[src/rtl/intr_ctrl_pkg.sv]
// Shared definitions for the interrupt enable controller.
// Assumes at most one instruction-class strobe matters per completion;
// when several are raised, disable wins over enable, and enable over return.
package intr_ctrl_pkg;

    localparam int unsigned NUM_MASKABLE = 4;

    typedef enum logic [1:0] {
        OP_PLAIN = 2'd0,
        OP_EN    = 2'd1,
        OP_DIS   = 2'd2,
        OP_NRET  = 2'd3
    } iff_op_e;

    // Reduce the three decoder strobes to one operation, qualified by completion.
    function automatic iff_op_e decode_op(input logic done, input logic en,
                                          input logic dis, input logic nret);
        if (!done)     return OP_PLAIN;
        else if (dis)  return OP_DIS;
        else if (en)   return OP_EN;
        else if (nret) return OP_NRET;
        else           return OP_PLAIN;
    endfunction

endpackage

[src/rtl/intr_mask_reg.sv]
// Write-only per-input mask register in the I/O space.
// Loads the low N_IRQ data bits on a single-transfer write to MASK_ADDR;
// writes flagged as block-move transfers are discarded.
module intr_mask_reg #(
    parameter int unsigned ADDR_W    = 8,
    parameter int unsigned DATA_W    = 8,
    parameter int unsigned N_IRQ     = 4,
    parameter logic [ADDR_W-1:0] MASK_ADDR = 8'hBB,
    parameter logic [N_IRQ-1:0]  MASK_RST  = 4'b0001
) (
    input  logic              clk,
    input  logic              rst_n,
    input  logic              io_wr,
    input  logic [ADDR_W-1:0] io_addr,
    input  logic [DATA_W-1:0] io_data,
    input  logic              io_blk,
    output logic [N_IRQ-1:0]  mask
);

    logic load;
    logic unused_hi_data;

    // Decode an accepted mask write.
    assign load = io_wr && !io_blk && (io_addr == MASK_ADDR);
    assign unused_hi_data = ^io_data[DATA_W-1:N_IRQ];

    // Hold the mask; reset leaves only the lowest-priority input enabled.
    always_ff @(posedge clk) begin
        if (!rst_n)
            mask <= MASK_RST;
        else if (load)
            mask <= io_data[N_IRQ-1:0];
    end

endmodule

[src/rtl/intr_nmi_latch.sv]
// Edge detector and pending latch for the non-maskable input.
// A rising edge is remembered until the next instruction completion, and it
// is taken in that same completion cycle if the edge arrives there.
module intr_nmi_latch (
    input  logic clk,
    input  logic rst_n,
    input  logic nmi,
    input  logic instr_done,
    output logic take_nmi
);

    logic nmi_q;
    logic pend_q;
    logic rise;

    // Detect the rising edge and combine it with an older pending one.
    assign rise     = nmi && !nmi_q;
    assign take_nmi = instr_done && (pend_q || rise);

    // Track the previous input level and the pending state.
    always_ff @(posedge clk) begin
        if (!rst_n) begin
            nmi_q  <= 1'b0;
            pend_q <= 1'b0;
        end else begin
            nmi_q  <= nmi;
            pend_q <= (pend_q || rise) && !instr_done;
        end
    end

endmodule

[src/rtl/intr_iff_unit.sv]
// The two global enable flip-flops.
// Applies the completing instruction's effect first and the acceptance on top
// of it. Reports whether maskable requests may be sampled this cycle.
module intr_iff_unit
    import intr_ctrl_pkg::*;
(
    input  logic    clk,
    input  logic    rst_n,
    input  iff_op_e op,
    input  logic    take_nmi,
    input  logic    take_mask,
    output logic    mask_armed,
    output logic    iff1,
    output logic    iff2
);

    logic op1, op2;
    logic nx1, nx2;

    // Maskable sampling needs both flip-flops set and neither EI nor DI completing.
    assign mask_armed = iff1 && iff2 && (op != OP_EN) && (op != OP_DIS);

    // Effect of the completing instruction.
    always_comb begin
        op1 = iff1;
        op2 = iff2;
        unique case (op)
            OP_EN:    begin op1 = 1'b1; op2 = 1'b1; end
            OP_DIS:   begin op1 = 1'b0; op2 = 1'b0; end
            OP_NRET:  op1 = iff2;
            default:  ;
        endcase
    end

    // Effect of an acceptance, applied after the instruction's effect.
    always_comb begin
        nx1 = op1;
        nx2 = op2;
        if (take_nmi) begin
            nx1 = 1'b0;
            nx2 = op1;
        end else if (take_mask) begin
            nx1 = 1'b0;
            nx2 = 1'b0;
        end
    end

    // State registers; both start disabled.
    always_ff @(posedge clk) begin
        if (!rst_n) begin
            iff1 <= 1'b0;
            iff2 <= 1'b0;
        end else begin
            iff1 <= nx1;
            iff2 <= nx2;
        end
    end

endmodule

[src/rtl/intr_prio_pick.sv]
// Fixed-priority one-hot picker: the highest index wins.
// Assumes N_IRQ >= 2.
module intr_prio_pick #(
    parameter int unsigned N_IRQ = 4
) (
    input  logic [N_IRQ-1:0] req,
    output logic [N_IRQ-1:0] pick
);

    logic [N_IRQ-1:0] above;

    assign above[N_IRQ-1] = 1'b0;
    assign pick[N_IRQ-1]  = req[N_IRQ-1];

    // Chain: a bit is blocked when any higher bit requests.
    for (genvar g = 0; g < N_IRQ - 1; g++) begin : g_chain
        assign above[g] = above[g+1] || req[g+1];
        assign pick[g]  = req[g] && !above[g];
    end

endmodule

[src/rtl/intr_enable_ctrl.sv]
// Interrupt enable and mask controller.
// Samples requests on each instruction completion, grants the NMI over any
// maskable request, and registers the grants for one cycle.
// Assumes the decoder strobes are valid in the completion cycle.
module intr_enable_ctrl
    import intr_ctrl_pkg::*;
#(
    parameter int unsigned ADDR_W    = 8,
    parameter int unsigned DATA_W    = 8,
    parameter int unsigned N_IRQ     = NUM_MASKABLE,
    parameter logic [ADDR_W-1:0] MASK_ADDR = 8'hBB,
    parameter logic [N_IRQ-1:0]  MASK_RST  = {{(N_IRQ-1){1'b0}}, 1'b1}
) (
    input  logic              clk,
    input  logic              rst_n,
    input  logic              instr_done,
    input  logic              ei_stb,
    input  logic              di_stb,
    input  logic              retn_stb,
    input  logic              io_wr,
    input  logic [ADDR_W-1:0] io_addr,
    input  logic [DATA_W-1:0] io_data,
    input  logic              io_blk,
    input  logic              nmi,
    input  logic [N_IRQ-1:0]  irq_req,
    output logic              grant_nmi,
    output logic [N_IRQ-1:0]  grant_irq,
    output logic              iff1,
    output logic              iff2
);

    iff_op_e          op;
    logic [N_IRQ-1:0] mask;
    logic [N_IRQ-1:0] eligible;
    logic [N_IRQ-1:0] pick;
    logic             take_nmi;
    logic             take_mask;
    logic             mask_armed;

    // Reduce the decoder strobes to one operation.
    assign op = decode_op(instr_done, ei_stb, di_stb, retn_stb);

    intr_mask_reg #(
        .ADDR_W(ADDR_W), .DATA_W(DATA_W), .N_IRQ(N_IRQ),
        .MASK_ADDR(MASK_ADDR), .MASK_RST(MASK_RST)
    ) u_mask (
        .clk(clk), .rst_n(rst_n), .io_wr(io_wr), .io_addr(io_addr),
        .io_data(io_data), .io_blk(io_blk), .mask(mask)
    );

    intr_nmi_latch u_nmi (
        .clk(clk), .rst_n(rst_n), .nmi(nmi),
        .instr_done(instr_done), .take_nmi(take_nmi)
    );

    intr_iff_unit u_iff (
        .clk(clk), .rst_n(rst_n), .op(op), .take_nmi(take_nmi),
        .take_mask(take_mask), .mask_armed(mask_armed),
        .iff1(iff1), .iff2(iff2)
    );

    // First enable level: each request is gated by its mask bit.
    assign eligible = irq_req & mask;

    intr_prio_pick #(.N_IRQ(N_IRQ)) u_pick (.req(eligible), .pick(pick));

    // Second enable level plus the NMI override.
    assign take_mask = instr_done && !take_nmi && mask_armed && (|eligible);

    // One-cycle registered grants.
    always_ff @(posedge clk) begin
        if (!rst_n) begin
            grant_nmi <= 1'b0;
            grant_irq <= '0;
        end else begin
            grant_nmi <= take_nmi;
            grant_irq <= take_mask ? pick : '0;
        end
    end

endmodule

[config.mk]
export PLATFORM = sky130hd
export DESIGN_NAME = intr_enable_ctrl
export DESIGN_NICKNAME = d
export VERILOG_FILES = /design/src/rtl/intr_ctrl_pkg.sv /design/src/rtl/intr_mask_reg.sv /design/src/rtl/intr_nmi_latch.sv /design/src/rtl/intr_iff_unit.sv /design/src/rtl/intr_prio_pick.sv /design/src/rtl/intr_enable_ctrl.sv
export SDC_FILE = /design/constraint.sdc
export NUM_CORES = 1
export LEC_CHECK = 0
export BUFFER_PORTS_ARGS = -buffer_cell sky130_fd_sc_hd__buf_4
export CORE_MARGIN = 2
export CORE_UTILIZATION = 41
export CTS_CLUSTER_DIAMETER = 40
export CTS_CLUSTER_SIZE = 14
export DETAILED_ROUTE_END_ITERATION = 10
export PLACE_DENSITY = 0.86
export SETUP_SLACK_MARGIN = 0.15
export SKIP_LAST_GASP = 1
export SLEW_MARGIN = 20
export SYNTH_ARGS = -nofsm -noshare
export SYNTH_HDL_FRONTEND = slang
export SYNTH_SLANG_ARGS = --single-unit
[constraint.sdc]
create_clock -name clk -period 2.25 [get_ports clk]
set_input_delay 0.45 -clock clk [delete_from_list [all_inputs] [get_ports clk]]
set_output_delay 0.45 -clock clk [all_outputs]
set_load 0.02 [all_outputs]
## Word-level counts from Yosys, hierarchy flattened

Cells that the tools add are included.

- Equal/unequal tests: 6
- Mux-type cells: 8
- Bitwise logic cells: 2
- Reduce and logical (&&, ||, !) cells: 28

Operators with widths:

| kind | count |
|---|---|
| $logic_and A1 B1 Y1 | 14 |
| $eq A8 B8 Y1 const B | 1 |
| $mux W2 | 4 |
| $logic_not A1 Y1 | 7 |
| $and A4 B4 Y4 | 1 |
| $eq A2 B2 Y1 const B | 2 |
| $reduce_bool A4 Y1 | 1 |
| $reduce_or A4 Y1 | 1 |
| $logic_or A1 B1 Y1 | 3 |
| $pmux W1 S3 | 1 |
| $reduce_or A3 Y1 | 1 |
| $eq A2 B1 Y1 const B | 1 |
| $mux W1 | 2 |
| $ne A2 B1 Y1 const B | 1 |
| $ne A2 B2 Y1 const B | 1 |
| $pmux W1 S2 | 1 |
| $reduce_and A2 Y1 | 1 |
| $not A1 Y1 | 1 |

- Register bits after elaboration: 13
- Bits of input ports: 29
- Output and inout bits: 7
- Word-level logic and storage cells: 51

## Longest topological paths before layout

- Word-level depth: 11
- Gate-level depth with buffers: 8
- Mapped depth without buffers: 8

## Cells and area by module

A second synthesis with hierarchy kept.

- Cells, all modules: 77
- Area, all modules: 750.7 µm²

By module, submodules not included:

| module | instances | cells each | area an instance (µm²) | sequential area each (µm²) |
|---|---|---|---|---|
| intr_enable_ctrl | 1 | 27 | 244.0 | 100.1 |
| intr_mask_reg | 1 | 20 | 217.7 | 80.1 |
| intr_iff_unit | 1 | 19 | 170.2 | 40.0 |
| intr_nmi_latch | 1 | 7 | 82.6 | 40.0 |
| intr_prio_pick | 1 | 4 | 36.3 | 0.0 |

## Worst setup path after synthesis

OpenSTA, ideal clock, no wires.

- Kind: input-to-reg
- Start: input port retn_stb
- End: register grant_irq[0]
- Setup time: 0.073 ns
- Arrival time: 1.688 ns
- Data required time: 2.177 ns
- Path slack: 0.490 ns
- Cell stages on the path: 7
- Path buffers: 0
- Path through: nor2b_1 > o21a_1 > ha_1 > nand4bb_1 > nor4b_2 > nand4_1 > nor3b_2

- Word-level cells in the longest chain between the ends: 10
- Elaborated cells on any way between the ends: 11
- Those cells by class: 2 x eq/ne; 4 x mux; 5 x reduce/logical

RTL lines:

| what | RTL line | RTL |
|---|---|---|
| start: declaration | intr_enable_ctrl.sv:19 | `input logic retn_stb,` |
| $mux W2 (*) | intr_ctrl_pkg.sv:21 | `else if (nret) return OP_NRET;` |
| $mux W2 (*) | intr_ctrl_pkg.sv:20 | `else if (en) return OP_EN;` |
| $mux W2 (*) | intr_ctrl_pkg.sv:19 | `else if (dis) return OP_DIS;` |
| $mux W2 (*) | intr_ctrl_pkg.sv:18 | `if (!done) return OP_PLAIN;` |
| $ne A2 B1 Y1 | intr_iff_unit.sv:21 | `assign mask_armed = iff1 && iff2 && (op != OP_EN) && (op != OP_DIS);` |
| $logic_and A1 B1 Y1 | intr_iff_unit.sv:21 |  |
| $logic_and A1 B1 Y1 (*) | intr_iff_unit.sv:21 |  |
| $logic_and A1 B1 Y1 (*) (2 in series) | intr_enable_ctrl.sv:68 | `assign take_mask = instr_done && !take_nmi && mask_armed && (\|eligible);` |
| $reduce_and A2 Y1 (no line) (*) | - |  |
| end signal: assignment | intr_enable_ctrl.sv:77 | `grant_irq <= take_mask ? pick : '0;` |
| end: declaration | intr_enable_ctrl.sv:27 | `output logic [N_IRQ-1:0] grant_irq,` |

Mark *: on every way between the ends. The rest lies on a longest branch, timed or not.
A chain may end at the register's enable or synchronous reset.

## Worst setup path after layout

- Start: input port retn_stb
- End: register grant_irq[2]

The elaborated chain is that of the path after synthesis.

==> results_dict.tcl <==
set metrics [dict create \
    finalHoldViolCount 0 \
    timing.rr.end "grant_irq[2]" \
    core_sq_mm 0.00147 \
    finalMaxSlewViolations 0 \
    clk_pin_slew_ps 70 \
    final_nets 136 \
    final_common_cell "buf_4" \
    cp.buffers_inverters 1 \
    syn_nets 101 \
    min_path_type "input port to flop" \
    grt_use_total_pct 15.7 \
    synth_area_sq_um 622 \
    io_pins 36 \
    yosys_warnings 0 \
    critPathMaxStageDelay_ps 310 \
    grt_pass1_vias 580 \
    dieArea_sq_mm 0.00184 \
    dr_total_vias 607 \
    drt.antenna.violating_nets 0 \
    synth.distinct_cells 26 \
    clock_latency_ps 270 \
    gp_congestion 0.742 \
    syn_avg_cell_area_sq_um 9.14 \
    p_leak_nw 0.403 \
    crit_path_end_kind "flop" \
    ys_seq_area_share_pct 41.9 \
    hp-start "instr_done" \
    wl_met1_microns 482 \
    critical_path.top_delay_family "simple AND/OR/NAND/NOR gates" \
    crit_chain "buf_4, nor2b_1, o21a_1, ha_1, nand4bb_1, nor4b_2, nand2_1, nor3b_1" \
    layout-drive-gt1-share_pct 39.2 \
    peakVddDrop_mv 0.353 \
    wl_met2_microns 733 \
    power_density_mw_per_mm2 505 \
    wire_per_inst_microns 11.4 \
    status "completed" \
    cts_max_path_buffers 2 \
    io_buffers 31 \
    die_w_microns 42.9 \
    start_util_pct 42.3 \
    synth_seq_cells 13 \
    reg2regPathDepth 4 \
    max_freq_mhz 571 \
    root_buffer "clkbuf_4" \
    hold_path_depth 2 \
    fin_crit_sh_pct 77.9 \
    grt_overflow 0 \
    fp.dieH_microns 42.9 \
    area_delta_synth_final_pct 44.3 \
    fin_area_sq_um 897 \
    drv_cap 0 \
    cp-start-kind "input port" \
    hpwl_microns 1140 \
    top_layer "met3" \
    cp.arrival_ps 1930 \
    cp_slowest_cell "nor4b_2" \
    fillCellCount 135 \
    synthCells 68 \
    cts_resized 0 \
    finalCriticalPeriod_ps 1750 \
    worst_pin_slew_ps 386 \
    cp.required_ps 2430 \
    grt_antenna_before_repair 0 \
    min_to "u_nmi.pend_q" \
    diodes 0 \
    cts_setup_buffers 0 \
    r2r_slack_ps 990 \
    row_count 14 \
    crit_type "input port to flop" \
    cts_buffers 3 \
    placed_area_sq_um 871 \
    drt-vias-per-instance 5.14 \
    h-tree-depth 1 \
    cp_max_fo 3 \
    rsz0062_at_grt "no" \
    fin_tns_setup_ps 0 \
    grt_max_degree 15 \
    drt-initial-drc-count 7 \
    cts_tree "yes" \
    max_slew_margin_pct 74.0 \
    r2r_start "u_iff.iff2" \
    cts_hold_buf 0 \
    regArea_sq_um 260 \
    final_cell_mix "31 x buf_4, 13 x dfxtp_1, 12 x nand2_1" \
    wl_met3_microns 135 \
    clock_skew_ps 1.26 \
    first_pass_iters 4 \
    post-route-drc-count 0 \
    finalSetupViolCount 0 \
    cts.sinks 13 \
    grt_pass1_wl_microns 2230 \
    multi_input_area_sq_um 343 \
    drt-total-wl_microns 1350 \
]
-- registers in the layout, summed over array words and instances (netlist names) --
signal	flops
u_nmi.pend_q	1
u_mask.mask	4
grant_irq	4
u_iff.iff2	1
u_iff.iff1	1
u_nmi.nmi_q	1
grant_nmi	1
-- worst reg2reg max path, cell delays in order, from the launching register on --
cell,delay [ps]
dfxtp_1,390
nand4bb_1,140
nor4b_2,310
nand2_1,110
nor3b_1,220
-- worst max-delay path by stage --
| stage | start | endpoint | slack, ps | cells after the start |
|---|---|---|---|---|
| 6_report | retn_stb | grant_irq[2] | 500 | 8 |
| 5_1_grt | di_stb | grant_irq[0] | 310 | 9 |
| 4_1_cts | retn_stb | grant_irq[2] | 490 | 8 |
| 3_5_place_dp | retn_stb | grant_irq[0] | 210 | 8 |
| 3_3_place_gp | retn_stb | grant_irq[0] | 280 | 8 |
| 2_1_floorplan | retn_stb | grant_irq[0] | 490 | 7 |
-- final cells by class --
cell class                      instances  area share, %
Inverter                                4           1.67
Tap cell                               16           2.23
Clock buffer                            4           2.93
Sequential cell                        13           29.0
Timing Repair Buffer                   31           25.9
Multi-Input combinational cell         50           38.2
-- synthesized netlist by cell type, drive strengths merged --
master | n | area (sq um)
nor4 | 1 | 21.3
dfxtp | 13 | 260
ha | 4 | 50.1
a21oi | 1 | 5.00
o211a | 1 | 10.0
nor3b | 2 | 20.0
nand3 | 4 | 20.0
mux2i | 1 | 10.0
nor2 | 4 | 15.0
nand4bb | 1 | 11.3
o2111ai | 1 | 8.76
o2bb2ai | 1 | 8.76
and3 | 1 | 7.51
nand4 | 2 | 12.5
inv | 4 | 15.0
nor4b | 1 | 15.0
nand2 | 12 | 45.0
or2 | 1 | 6.26
nand4b | 2 | 17.5
and2 | 2 | 13.8
clkbuf | 1 | 3.75
o21ai | 5 | 25.0
nor2b | 2 | 12.5
o21a | 1 | 7.51
-- per-stage QoR --
step	setup WS (ps)	hold slack, ps	instances	util (%)	total power (W)
floorplan	490	436	68	-	0.000274
global route	307	366	118	61.0	0.000471
CTS	494	367	118	61.0	0.000455
detailed placement	210	457	114	59.2	0.000320
global placement	282	446	114	59.2	0.000316
finish	498	369	118	61.0	0.000453
-- power by group --
group	switching, W	leakage, nW	internal [W]	total, W
Combinational	0.0000319	0.282	0.0000440	0.0000758
Clock	0.0000707	0.0150	0.0000687	0.000139
Sequential	0.00000330	0.106	0.000235	0.000238
-- layer usage --
layer	vias to the layer above	track usage, %
li1	309	-
met1	272	17.4
met5	-	0
met3	0	6.81
met4	0	0
met2	26	29.4
-- kinds of logic (layout without fill, tap and decap cells) --
family          count (synthesis)  in the layout  share of synthesized area [%]
compound gates                 10             10                           10.5
fa+ha+maj                       4              4                           8.05
buf+inv                         5             39                           3.02
flops                          13             13                           41.9
mux                             1              1                           1.61
simple gates                   35             35                           35.0
Note: power is estimated with default switching activity, not from simulation.
